===== src/rtl/eat_pkg.sv =====
package eat_pkg;
    localparam int unsigned ADDR_W    = 6;
    localparam logic [ADDR_W-1:0] CMP_BASE  = 6'h08;
    localparam logic [ADDR_W-1:0] CTRL_ADDR = 6'h3C;
    localparam logic [ADDR_W-1:0] STAT_ADDR = 6'h3E;
    localparam int unsigned FLAG_BIT  = 0;
    localparam int unsigned EN_BIT    = 0;
endpackage


===== src/rtl/eat_count.sv =====
module eat_count #(
    parameter int unsigned HALVES = 3,
    parameter int unsigned HW     = 16,
    localparam int unsigned CNT_W = HALVES * HW
) (
    input  logic              clk,
    input  logic              rst_n,
    input  logic              tick,
    input  logic [HALVES-1:0] wr_sel,
    input  logic [HW-1:0]     wdata,
    output logic [CNT_W-1:0]  cnt_q,
    output logic [CNT_W-1:0]  cnt_nx
);
    typedef struct packed {
        logic [CNT_W-1:0] cnt;
    } cnt_st_t;

    cnt_st_t st_d, st_q;

    always_comb begin
        st_d = st_q;
        if (tick) begin
            st_d.cnt = st_q.cnt + CNT_W'(1);
        end
        for (int i = 0; i < int'(HALVES); i++) begin
            if (wr_sel[i]) begin
                st_d.cnt[i*HW +: HW] = wdata;
            end
        end
    end

    always_ff @(posedge clk) begin
        if (!rst_n) begin
            st_q <= '0;
        end else begin
            st_q <= st_d;
        end
    end

    assign cnt_q  = st_q.cnt;
    assign cnt_nx = st_d.cnt;


    inc_step_chk: assert property (@(posedge clk) disable iff (!rst_n)
        (tick && (wr_sel == '0)) |=> (cnt_q == $past(cnt_q) + CNT_W'(1)));


    hold_idle_chk: assert property (@(posedge clk) disable iff (!rst_n)
        (!tick && (wr_sel == '0)) |=> $stable(cnt_q));
endmodule


===== src/rtl/eat_alarm.sv =====
module eat_alarm #(
    parameter int unsigned HALVES = 3,
    parameter int unsigned HW     = 16,
    localparam int unsigned CNT_W = HALVES * HW
) (
    input  logic              clk,
    input  logic              rst_n,
    input  logic              tick,
    input  logic [CNT_W-1:0]  cnt_nx,
    input  logic [HALVES-1:0] wr_sel,
    input  logic [HW-1:0]     wdata,
    input  logic              flag_clr,
    input  logic              en_wr,
    input  logic              en_val,
    output logic [CNT_W-1:0]  cmp_q,
    output logic              flag_q,
    output logic              en_q
);
    typedef struct packed {
        logic [CNT_W-1:0] cmp;
        logic             flag;
        logic             en;
    } alm_st_t;

    alm_st_t st_d, st_q;
    logic    hit;

    always_comb begin
        st_d = st_q;
        hit  = tick && (cnt_nx == st_q.cmp);
        for (int i = 0; i < int'(HALVES); i++) begin
            if (wr_sel[i]) begin
                st_d.cmp[i*HW +: HW] = wdata;
            end
        end
        if (hit) begin
            st_d.flag = 1'b1;
        end else if (flag_clr) begin
            st_d.flag = 1'b0;
        end
        if (en_wr) begin
            st_d.en = en_val;
        end
    end

    always_ff @(posedge clk) begin
        if (!rst_n) begin
            st_q <= '0;
        end else begin
            st_q <= st_d;
        end
    end

    assign cmp_q  = st_q.cmp;
    assign flag_q = st_q.flag;
    assign en_q   = st_q.en;


    match_set_chk: assert property (@(posedge clk) disable iff (!rst_n)
        (tick && (cnt_nx == cmp_q)) |=> flag_q);


    flag_sticky_chk: assert property (@(posedge clk) disable iff (!rst_n)
        (flag_q && !flag_clr) |=> flag_q);


    flag_clear_chk: assert property (@(posedge clk) disable iff (!rst_n)
        (flag_clr && !(tick && (cnt_nx == cmp_q))) |=> !flag_q);
endmodule


===== src/rtl/eat_readback.sv =====
module eat_readback
    import eat_pkg::*;
#(
    parameter int unsigned HALVES = 3,
    parameter int unsigned HW     = 16,
    localparam int unsigned CNT_W = HALVES * HW
) (
    input  logic [ADDR_W-1:0] addr,
    input  logic [CNT_W-1:0]  cnt,
    input  logic [CNT_W-1:0]  cmp,
    input  logic              flag,
    input  logic              en,
    output logic [HW-1:0]     rdata
);
    always_comb begin
        rdata = '0;
        for (int i = 0; i < int'(HALVES); i++) begin
            if (addr == ADDR_W'(2 * i)) begin
                rdata = cnt[i*HW +: HW];
            end
            if (addr == CMP_BASE + ADDR_W'(2 * i)) begin
                rdata = cmp[i*HW +: HW];
            end
        end
        if (addr == STAT_ADDR) begin
            rdata[FLAG_BIT] = flag;
        end
        if (addr == CTRL_ADDR) begin
            rdata[EN_BIT] = en;
        end
    end
endmodule


===== src/rtl/elapsed_alarm_timer.sv =====
module elapsed_alarm_timer
    import eat_pkg::*;
#(
    parameter int unsigned HALVES = 3,
    parameter int unsigned HW     = 16
) (
    input  logic              clk,
    input  logic              rst_n,
    input  logic              tick,
    input  logic [ADDR_W-1:0] bus_addr,
    input  logic              bus_we,
    input  logic [HW-1:0]     bus_wdata,
    output logic [HW-1:0]     bus_rdata,
    output logic              irq
);
    localparam int unsigned CNT_W = HALVES * HW;

    logic [HALVES-1:0] cnt_sel;
    logic [HALVES-1:0] cmp_sel;
    logic [CNT_W-1:0]  cnt_q;
    logic [CNT_W-1:0]  cnt_nx;
    logic [CNT_W-1:0]  cmp_q;
    logic              flag_q;
    logic              en_q;
    logic              stat_clr;
    logic              ctrl_wr;

    for (genvar i = 0; i < int'(HALVES); i++) begin : g_dec
        assign cnt_sel[i] = bus_we && (bus_addr == ADDR_W'(2 * i));
        assign cmp_sel[i] = bus_we && (bus_addr == CMP_BASE + ADDR_W'(2 * i));
    end

    assign stat_clr = bus_we && (bus_addr == STAT_ADDR) && bus_wdata[FLAG_BIT];
    assign ctrl_wr  = bus_we && (bus_addr == CTRL_ADDR);

    eat_count #(.HALVES(HALVES), .HW(HW)) u_count (
        .clk    (clk),
        .rst_n  (rst_n),
        .tick   (tick),
        .wr_sel (cnt_sel),
        .wdata  (bus_wdata),
        .cnt_q  (cnt_q),
        .cnt_nx (cnt_nx)
    );

    eat_alarm #(.HALVES(HALVES), .HW(HW)) u_alarm (
        .clk      (clk),
        .rst_n    (rst_n),
        .tick     (tick),
        .cnt_nx   (cnt_nx),
        .wr_sel   (cmp_sel),
        .wdata    (bus_wdata),
        .flag_clr (stat_clr),
        .en_wr    (ctrl_wr),
        .en_val   (bus_wdata[EN_BIT]),
        .cmp_q    (cmp_q),
        .flag_q   (flag_q),
        .en_q     (en_q)
    );

    eat_readback #(.HALVES(HALVES), .HW(HW)) u_rb (
        .addr  (bus_addr),
        .cnt   (cnt_q),
        .cmp   (cmp_q),
        .flag  (flag_q),
        .en    (en_q),
        .rdata (bus_rdata)
    );

    assign irq = flag_q & en_q;


    irq_gate_chk: assert property (@(posedge clk) disable iff (!rst_n)
        (!en_q || !flag_q) |-> !irq);
endmodule


===== config.mk =====
export PLATFORM = sky130hd
export DESIGN_NAME = elapsed_alarm_timer
export DESIGN_NICKNAME = d
export VERILOG_FILES = /design/src/rtl/eat_pkg.sv /design/src/rtl/eat_count.sv /design/src/rtl/eat_alarm.sv /design/src/rtl/eat_readback.sv /design/src/rtl/elapsed_alarm_timer.sv
export SDC_FILE = /design/constraint.sdc
export NUM_CORES = 1
export LEC_CHECK = 0
export BUFFER_PORTS_ARGS = -buffer_cell sky130_fd_sc_hd__buf_2
export CAP_MARGIN = 20
export CORE_MARGIN = 2
export CORE_UTILIZATION = 55
export CTS_BUF_LIST = sky130_fd_sc_hd__clkbuf_4 sky130_fd_sc_hd__clkbuf_8
export DETAILED_ROUTE_END_ITERATION = 7
export GPL_ROUTABILITY_DRIVEN = 0
export PLACE_DENSITY = 0.72
export SLEW_MARGIN = 20
export SYNTH_ARGS = -nofsm -noshare
export SYNTH_HDL_FRONTEND = slang
export SYNTH_HIERARCHICAL = 1
export SYNTH_SLANG_ARGS = --single-unit

===== constraint.sdc =====
create_clock -name clk -period 8.3 [get_ports clk]
set_clock_uncertainty 0.05 [all_clocks]
set_input_delay 0 -clock clk [delete_from_list [all_inputs] [get_ports clk]]
set_output_delay 0 -clock clk [all_outputs]
set_load 0.01 [all_outputs]

==> summary.md, run 1 <==
| Metric | Value |
|---|---|
| CP max FO | `10` |
| CTS tree | `done` |
| Via count | `6095` |
| Wire per inst | `21.72 um` |
| Die area | `12920 um^2` |
| Commonest register cell after synthesis | `dfxtp_1` |
| Worst-margin pin slew | `0.9212 ns` |
| Largest family of logic cells by synthesized area | `simple AND/OR/NAND/NOR gates` |
| Final setup fails | `0` |
| Mapped Nets | `790` |
| Max VDD drop | `67.85 uV` |
| Max Cap Violations | `0` |
| Total power | `896.9 uW` |
| RSZ-0062 raised after global routing | `false` |
| H-tree levels | `3` |
| Commonest cells after routing, fill and taps aside | `dfxtp_1, nor2b_1, mux2i_1` |
| Non-filler cells in the finished layout | `941` |
| Post-CTS setup repair buffer count | `0` |
| R2R cell count | `11` |
| Core Footprint | `between 10000 and 15000 um^2` |
| Cell Pwr Density | `~120 nW/um^2` |
| Worst r2r dst | `u_alarm/flag_q` |
| WHS Path Cells | `5` |
| Post-Synth XOR/XNOR Area | `under 10%` |
| Clock buffer depth | `2` |
| Status | `complete, no violations` |
| Clock sinks | `98` |
| Synth Area in Simple Gates | `about 26%` |
| Tcrit/Tclk final | `44.39%` |
| Placed cell area | `between 6000 and 7000 um^2` |
| Commonest non-fill, non-tap cell in the layout | `dfxtp_1` |
| P&R area growth vs syn | `8.567%` |
| Post-synth EDFFs | `0` |
| Num CTS Buffers | `9` |
| Drt via density | `6.477` |
| Fmax | `271.4 MHz` |
| Hold Path Class | `input pin to flop` |
| FILL cells | `1081` |
| Slew Limit Headroom | `38.21%` |
| First-pass GRT wire length | `31.78 mm` |
| Post-synthesis mux area share | `between 10% and 20%` |
| Sequential Area | `1962 um^2` |
| Mapped Avg Cell Area | `between 8 and 9 um^2` |
| Antenna Violating Nets Remaining | `0` |
| Min-delay src | `bus_we` |
| Initial DRC Count | `728` |
| Largest net degree at the start of global routing | `65` |
| # DRC | `0` |
| Area share of fa/ha/maj cells after synthesis | `0.1891%` |
| First-pass iteration count of the detailed router | `8` |
| Hold EP | `u_alarm/en_q` |
| Site Rows | `40` |
| Post-Syn Area | `roughly 6600 um^2` |
| Initial antenna violation count | `0` |
| Initial core utilization | `55.78%` |
| Min Tclk post-route | `3.684 ns` |
| Root buf cell | `clkbuf_8` |
| Syn. warnings | `6` |
| Reg2reg start | `u_count/cnt_q[0]` |
| Area of the multi-input gates | `4245 um^2` |
| Number of nets in the layout | `just over 800` |
| Worst Path Required | `roughly 8.6 ns` |
| Pins over their slew limit | `0` |
| TNS Setup | `0 ns` |
| Mapped Cells | `between 700 and 800` |
| Post-synthesis sequential area ratio | `29.65%` |
| Io pins | `43` |
| Design area | `7183 um^2` |
| GRT Total Usage | `32.02%` |
| Clock Pin Slew Worst Setup and Hold Paths | `~0.09 ns` |
| Lkg Pwr | `2.445 nW` |
| Ant diodes | `0` |
| Grt ovf | `0` |
| Critical Path AT | `between 3 and 4 ns` |
| Synth async-reset ratio | `0%` |
| Die Height | `113.7 um` |
| Reg2reg setup slack | `4.62 ns` |
| Die W | `113.7 um` |
| Hold buffers post-CTS | `16` |
| Dpl cells | `around 910` |
| Final Util | `60.56%` |
| Post_cts resized | `0` |
| Final Hold Fails | `0` |
| WL final | `20.44 mm` |
| Share of cells above drive strength 1 | `14.48%` |
| Vias in the first global route | `5709` |
| WS Path Type | `flop to flop` |
| Yosys reg bits | `98` |
| PortBufs | `42` |
| Clock Latency Late Sink | `just under 0.4 ns` |
| Endpoint class of the critical path | `flop` |
| Synth unique cells | `63` |
| DP HPWL | `14.48 mm` |
| Synth Area in Compound Gates | `12.16%` |
| Setup crit start kind | `flop` |
-- synthesized netlist by cell type, types with 3 or more instances --
cell,n,area [um^2]
a211oi_1,28,210.2
a21oi_1,34,170.2
a22oi_1,3,22.52
a31oi_1,6,37.54
and2_1,12,75.07
and3_1,7,43.79
and4_1,11,96.34
buf_2,12,60.06
buf_4,3,22.52
buf_6,3,33.78
clkbuf_1,31,116.4
dfxtp_1,98,1962
inv_1,46,172.7
mux2_2,10,112.6
mux2i_1,69,690.7
mux4_2,16,360.4
nand2_1,39,146.4
nand2b_1,3,18.77
nand3_1,22,110.1
nand4_1,24,150.1
nor2_1,44,165.2
nor2b_1,70,437.9
nor3_1,14,70.07
nor4_1,16,100.1
nor4_2,4,50.05
o21ai_0,14,70.07
o22ai_1,15,93.84
or4_1,8,60.06
or4_4,3,33.78
xnor2_1,44,385.4
xor2_1,17,148.9
-- logic make-up after synthesis --
group	after synthesis
AND/OR/NAND/NOR	288
adder cells (fa/ha/maj)	1
buffers and inverters	99
multiplexers	95
flip-flops	98
AO/OA/AOI/OAI	121
XOR/XNOR	61
-- metrics by stage --
step                worst slack [ns]  hold WS [ns]
floorplan                      5.356       0.07171
global placement               4.776        0.2830
detailed placement             4.621        0.2966
CTS                            4.758        0.1166
global route                   4.496        0.1662
finish                         4.616        0.1297
-- layer usage --
metal	GRT usage [%]	wire length [um]	vias up
li1	-	-	2798
met1	43.56	8358	2885
met2	50.22	9242	345
met3	6.004	2064	67
met4	13.41	775	0
met5	0	0	-
-- worst max-delay path, stage by stage, from the launching register on --
cell and delay (ns):
dfxtp_1 0.45, ha_1 0.28, nand4_1 0.21, nor4_4 0.59, nand2_1 0.43, or4_1 0.62, nand3_1 0.11, xnor2_1 0.16
nand4_1 0.13, nor4_1 0.33, nand3_1 0.12, o21ai_1 0.13
-- where the power goes --
group / total (mW) / switching, mW / leakage, nW / internal (mW)
clock: 0.305 / 0.177 / 0.0958 / 0.129
sequential: 0.484 / 0.00816 / 0.791 / 0.476
combinational: 0.108 / 0.0635 / 1.56 / 0.0441
-- final cells by class --
type | instances | area share, %
Inverter | 49 | 2.561
Clock buffer | 12 | 2.212
Tap cell | 147 | 2.561
Clock inverter | 4 | 0.3658
Multi-Input combinational cell | 566 | 59.10
Timing Repair Buffer | 65 | 5.887
Sequential cell | 98 | 27.31
-- state kept, by name, indices dropped and copies added (netlist names) --
signal,flops
u_alarm/cmp_q,48
u_count/cnt_q,48
u_alarm/en_q,1
u_alarm/flag_q,1
-- worst max-delay path by stage --
| stage | cells past startpoint | slack, ns | start | end |
|---|---|---|---|---|
| 3_5_place_dp | 12 | 4.62 | bus_addr[1] | u_alarm/flag_q |
| 6_report | 11 | 4.62 | u_count/cnt_q[0] | u_alarm/flag_q |
| 3_3_place_gp | 12 | 4.78 | bus_addr[1] | u_alarm/flag_q |
| 2_1_floorplan | 12 | 5.36 | u_count/cnt_q[0] | u_alarm/flag_q |
| 5_1_grt | 11 | 4.50 | u_count/cnt_q[0] | u_alarm/flag_q |
| 4_1_cts | 11 | 4.76 | u_count/cnt_q[0] | u_alarm/flag_q |
Note: power is estimated with default switching activity, not from simulation.
==> run 2, diff against run 1 <==
--- a/config.mk
+++ b/config.mk
@@ -12,7 +12,7 @@
 export CTS_BUF_LIST = sky130_fd_sc_hd__clkbuf_4 sky130_fd_sc_hd__clkbuf_8
 export DETAILED_ROUTE_END_ITERATION = 7
 export GPL_ROUTABILITY_DRIVEN = 0
-export PLACE_DENSITY = 0.72
+export PLACE_DENSITY = 0.75
 export SLEW_MARGIN = 20
 export SYNTH_ARGS = -nofsm -noshare
 export SYNTH_HDL_FRONTEND = slang
==> constraint.sdc (replaced) <==
create_clock -name clk -period 3.1 [get_ports clk]
set_clock_uncertainty 0.05 [all_clocks]
set_input_delay 0 -clock clk [delete_from_list [all_inputs] [get_ports clk]]
set_output_delay 0 -clock clk [all_outputs]
set_load 0.01 [all_outputs]
==> run 2 against run 1 <==
Net effect: critical path depth is the same; setup slack lost 4.6 ns; register-to-register slack got worse by 4.6 ns; the run now ends with design-rule violations left; sequential power increased to 2.7 times the previous value; fmax up 21%; flip-flop and latch count unchanged.
==> summary.md, run 2 (synthesis gave the netlist of run 1 again) <==
| Metric | Value |
|---|---|
| Status | `finished with violations` |
| Failing checks | `design-rule violations` |
| Via count | `6521` |
| Clock sinks | `a little under 100` |
| Root buf cell | `clkbuf_8` |
| Commonest cells after routing, fill and taps aside | `dfxtp_1, mux2i_1, nor2b_1` |
| Crit path to | `u_alarm/flag_q` |
| Sw power | `665.7 uW` |
| CP max-delay cell | `or4_4` |
| Min Tclk post-route | `3.053 ns` |
| Commonest non-fill, non-tap cell in the layout | `dfxtp_1` |
| Pre-CTS WS | `-0.1199 ns` |
| Critical Path AT | `3.34 ns` |
| Initial antenna violation count | `1` |
| WS Path Type | `flop to flop` |
| Total power | `2.508 mW` |
| H-tree levels | `3` |
| Final setup margin | `0.04677 ns` |
| Vias in the first global route | `slightly above 6000` |
| Design area | `~7600 um^2` |
| Clk pwr share | `36.3%` |
| GRT Total Usage | `33.25%` |
| First-pass GRT wire length | `around 33 mm` |
| Fmax | `327.5 MHz` |
| Endpoint class of the critical path | `flop` |
| PortBufs | `42` |
| CP max FO | `7` |
| Largest net degree at the start of global routing | `between 40 and 50` |
| Antenna Violating Nets Remaining | `0` |
| Final Util | `64.27%` |
| Dpl cells | `934` |
| Max VDD drop | `246.2 uV` |
| Internal | `1.842 mW` |
| Final Hold Fails | `0` |
| Crit path max-delay family | `simple AND/OR/NAND/NOR gates` |
| Non-filler cells in the finished layout | `just under 1000` |
| Grt ovf | `0` |
| Hold WS | `between 0.1 and 0.15 ns` |
| Critical Path Stages | `11` |
| Slew Limit Headroom | `a little under half` |
| Part of the power in registers | `51.5%` |
| R2R cell count | `11` |
| Worst-margin pin slew | `0.7924 ns` |
| Die W | `113.7 um` |
| CTS tree | `done` |
| Pins over their slew limit | `0` |
| Lkg Pwr | `2.724 nW` |
| Site Rows | `40` |
| Cell Chain, Critical Path | `buf_4, nand2_2, or4_4, buf_12, nor4_1, mux2_2, a21oi_1, xor2_1, nor4_2, nand3_1, o21ai_1` |
| Initial DRC Count | `just under 1000` |
| Die area | `12920 um^2` |
| Buffer and inverter count on the worst path | `2` |
| Comb power frac | `between 10% and 20%` |
| Num CTS Buffers | `9` |
| Reg2reg start | `u_count/cnt_q[0]` |
| Slowest stage delay, CP | `between 0.6 and 0.7 ns` |
| Drt via density | `6.709` |
| Max Cap Violations | `0` |
| Placed cell area | `7033 um^2` |
| Final setup fails | `0` |
| Die Height | `113.7 um` |
| Worst Setup SP | `u_count/cnt_q[0]` |
| P&R area growth vs syn | `15.22%` |
| Cell Pwr Density | `roughly 330 nW/um^2` |
| Sw frac | `26.54%` |
| WL final | `21.71 mm` |
| Clock buffer depth | `2` |
| DP HPWL | `15.25 mm` |
| Clock Pin Slew Worst Setup and Hold Paths | `~0.10 ns` |
| Share of cells above drive strength 1 | `20.97%` |
| # DRC | `4` |
| Tcrit/Tclk final | `98.49%` |
| Ant diodes | `0` |
| Worst Path Required | `3.38 ns` |
| Reg2reg setup slack | `about 0.047 ns` |
| Number of nets in the layout | `847` |
| Initial core utilization | `a little under three fifths` |
| TNS Setup | `0 ns` |
| Wire per inst | `approximately 22 um` |
| Worst r2r dst | `u_alarm/flag_q` |
| Min-delay src | `bus_addr[1]` |
| Setup crit start kind | `flop` |
| Io pins | `43` |
| Hold Path Class | `input pin to flop` |
| Core Footprint | `11860 um^2` |
| Clock Latency Late Sink | `slightly below 0.4 ns` |
| First-pass iteration count of the detailed router | `8` |
[run 2: cell count changes in the layout (fill, tap and decap cells not counted), sizes merged]
cell and delta:
or4 +1, clkbuf +2, bufinv +1, clkinv -2, clkinvlp -1, buf +30
[run 2: power groups by stage]
stage	clock network, mW	registers (mW)	logic [mW]
2_1_floorplan	0	1.32	0.172
3_3_place_gp	0	1.32	0.265
3_5_place_dp	0	1.32	0.272
4_1_cts	0.912	1.29	0.288
5_1_grt	0.963	1.30	0.321
6_report	0.911	1.29	0.305
[run 2: worst min path at each step]
| stage | to | depth (start not counted) | slack, ns |
|---|---|---|---|
| after floorplan | u_count/cnt_q[40] | 1 | 0.07 |
| after global placement | u_count/cnt_q[33] | 3 | 0.29 |
| after detailed placement | u_count/cnt_q[33] | 3 | 0.29 |
| after CTS | u_alarm/en_q | 4 | 0.09 |
| after global routing | u_alarm/en_q | 4 | 0.11 |
| final | u_alarm/en_q | 4 | 0.10 |
[run 2: repair_timing]
action	in CTS	in global routing
hold endpoints to repair	80	0
resized for setup	2	32
setup endpoints to repair	1	1
buffers inserted	0	5
pin swaps	0	11
hold buffers	16	0
cloned	0	1
[run 2: area by class of cell]
class	instances	area [um^2]
inverter	49	183.9
fill	960	4238
clock buffer	14	173.9
sequential	98	1966
clock inverter	2	35.03
tap	147	183.9
timing repair buffer	95	673.1
multi-input combinational	567	4408
[run 2: per-layer routing]
metal | share of wire (%) | routed length [um] | track usage [%] | vias up
li1 | - | - | - | 2858
met1 | 39 | 8532 | 44.81 | 3105
met2 | 43 | 9411 | 50.14 | 438
met3 | 11 | 2451 | 6.429 | 120
met4 | 6.0 | 1313 | 18.78 | 0
met5 | 0 | 0 | 0 | -
[run 2: worst min-delay path, stage by stage]
cell     delay [ns]
buf_2          0.21
nor3_1         0.10
mux2i_1        0.14
nor2b_1        0.06
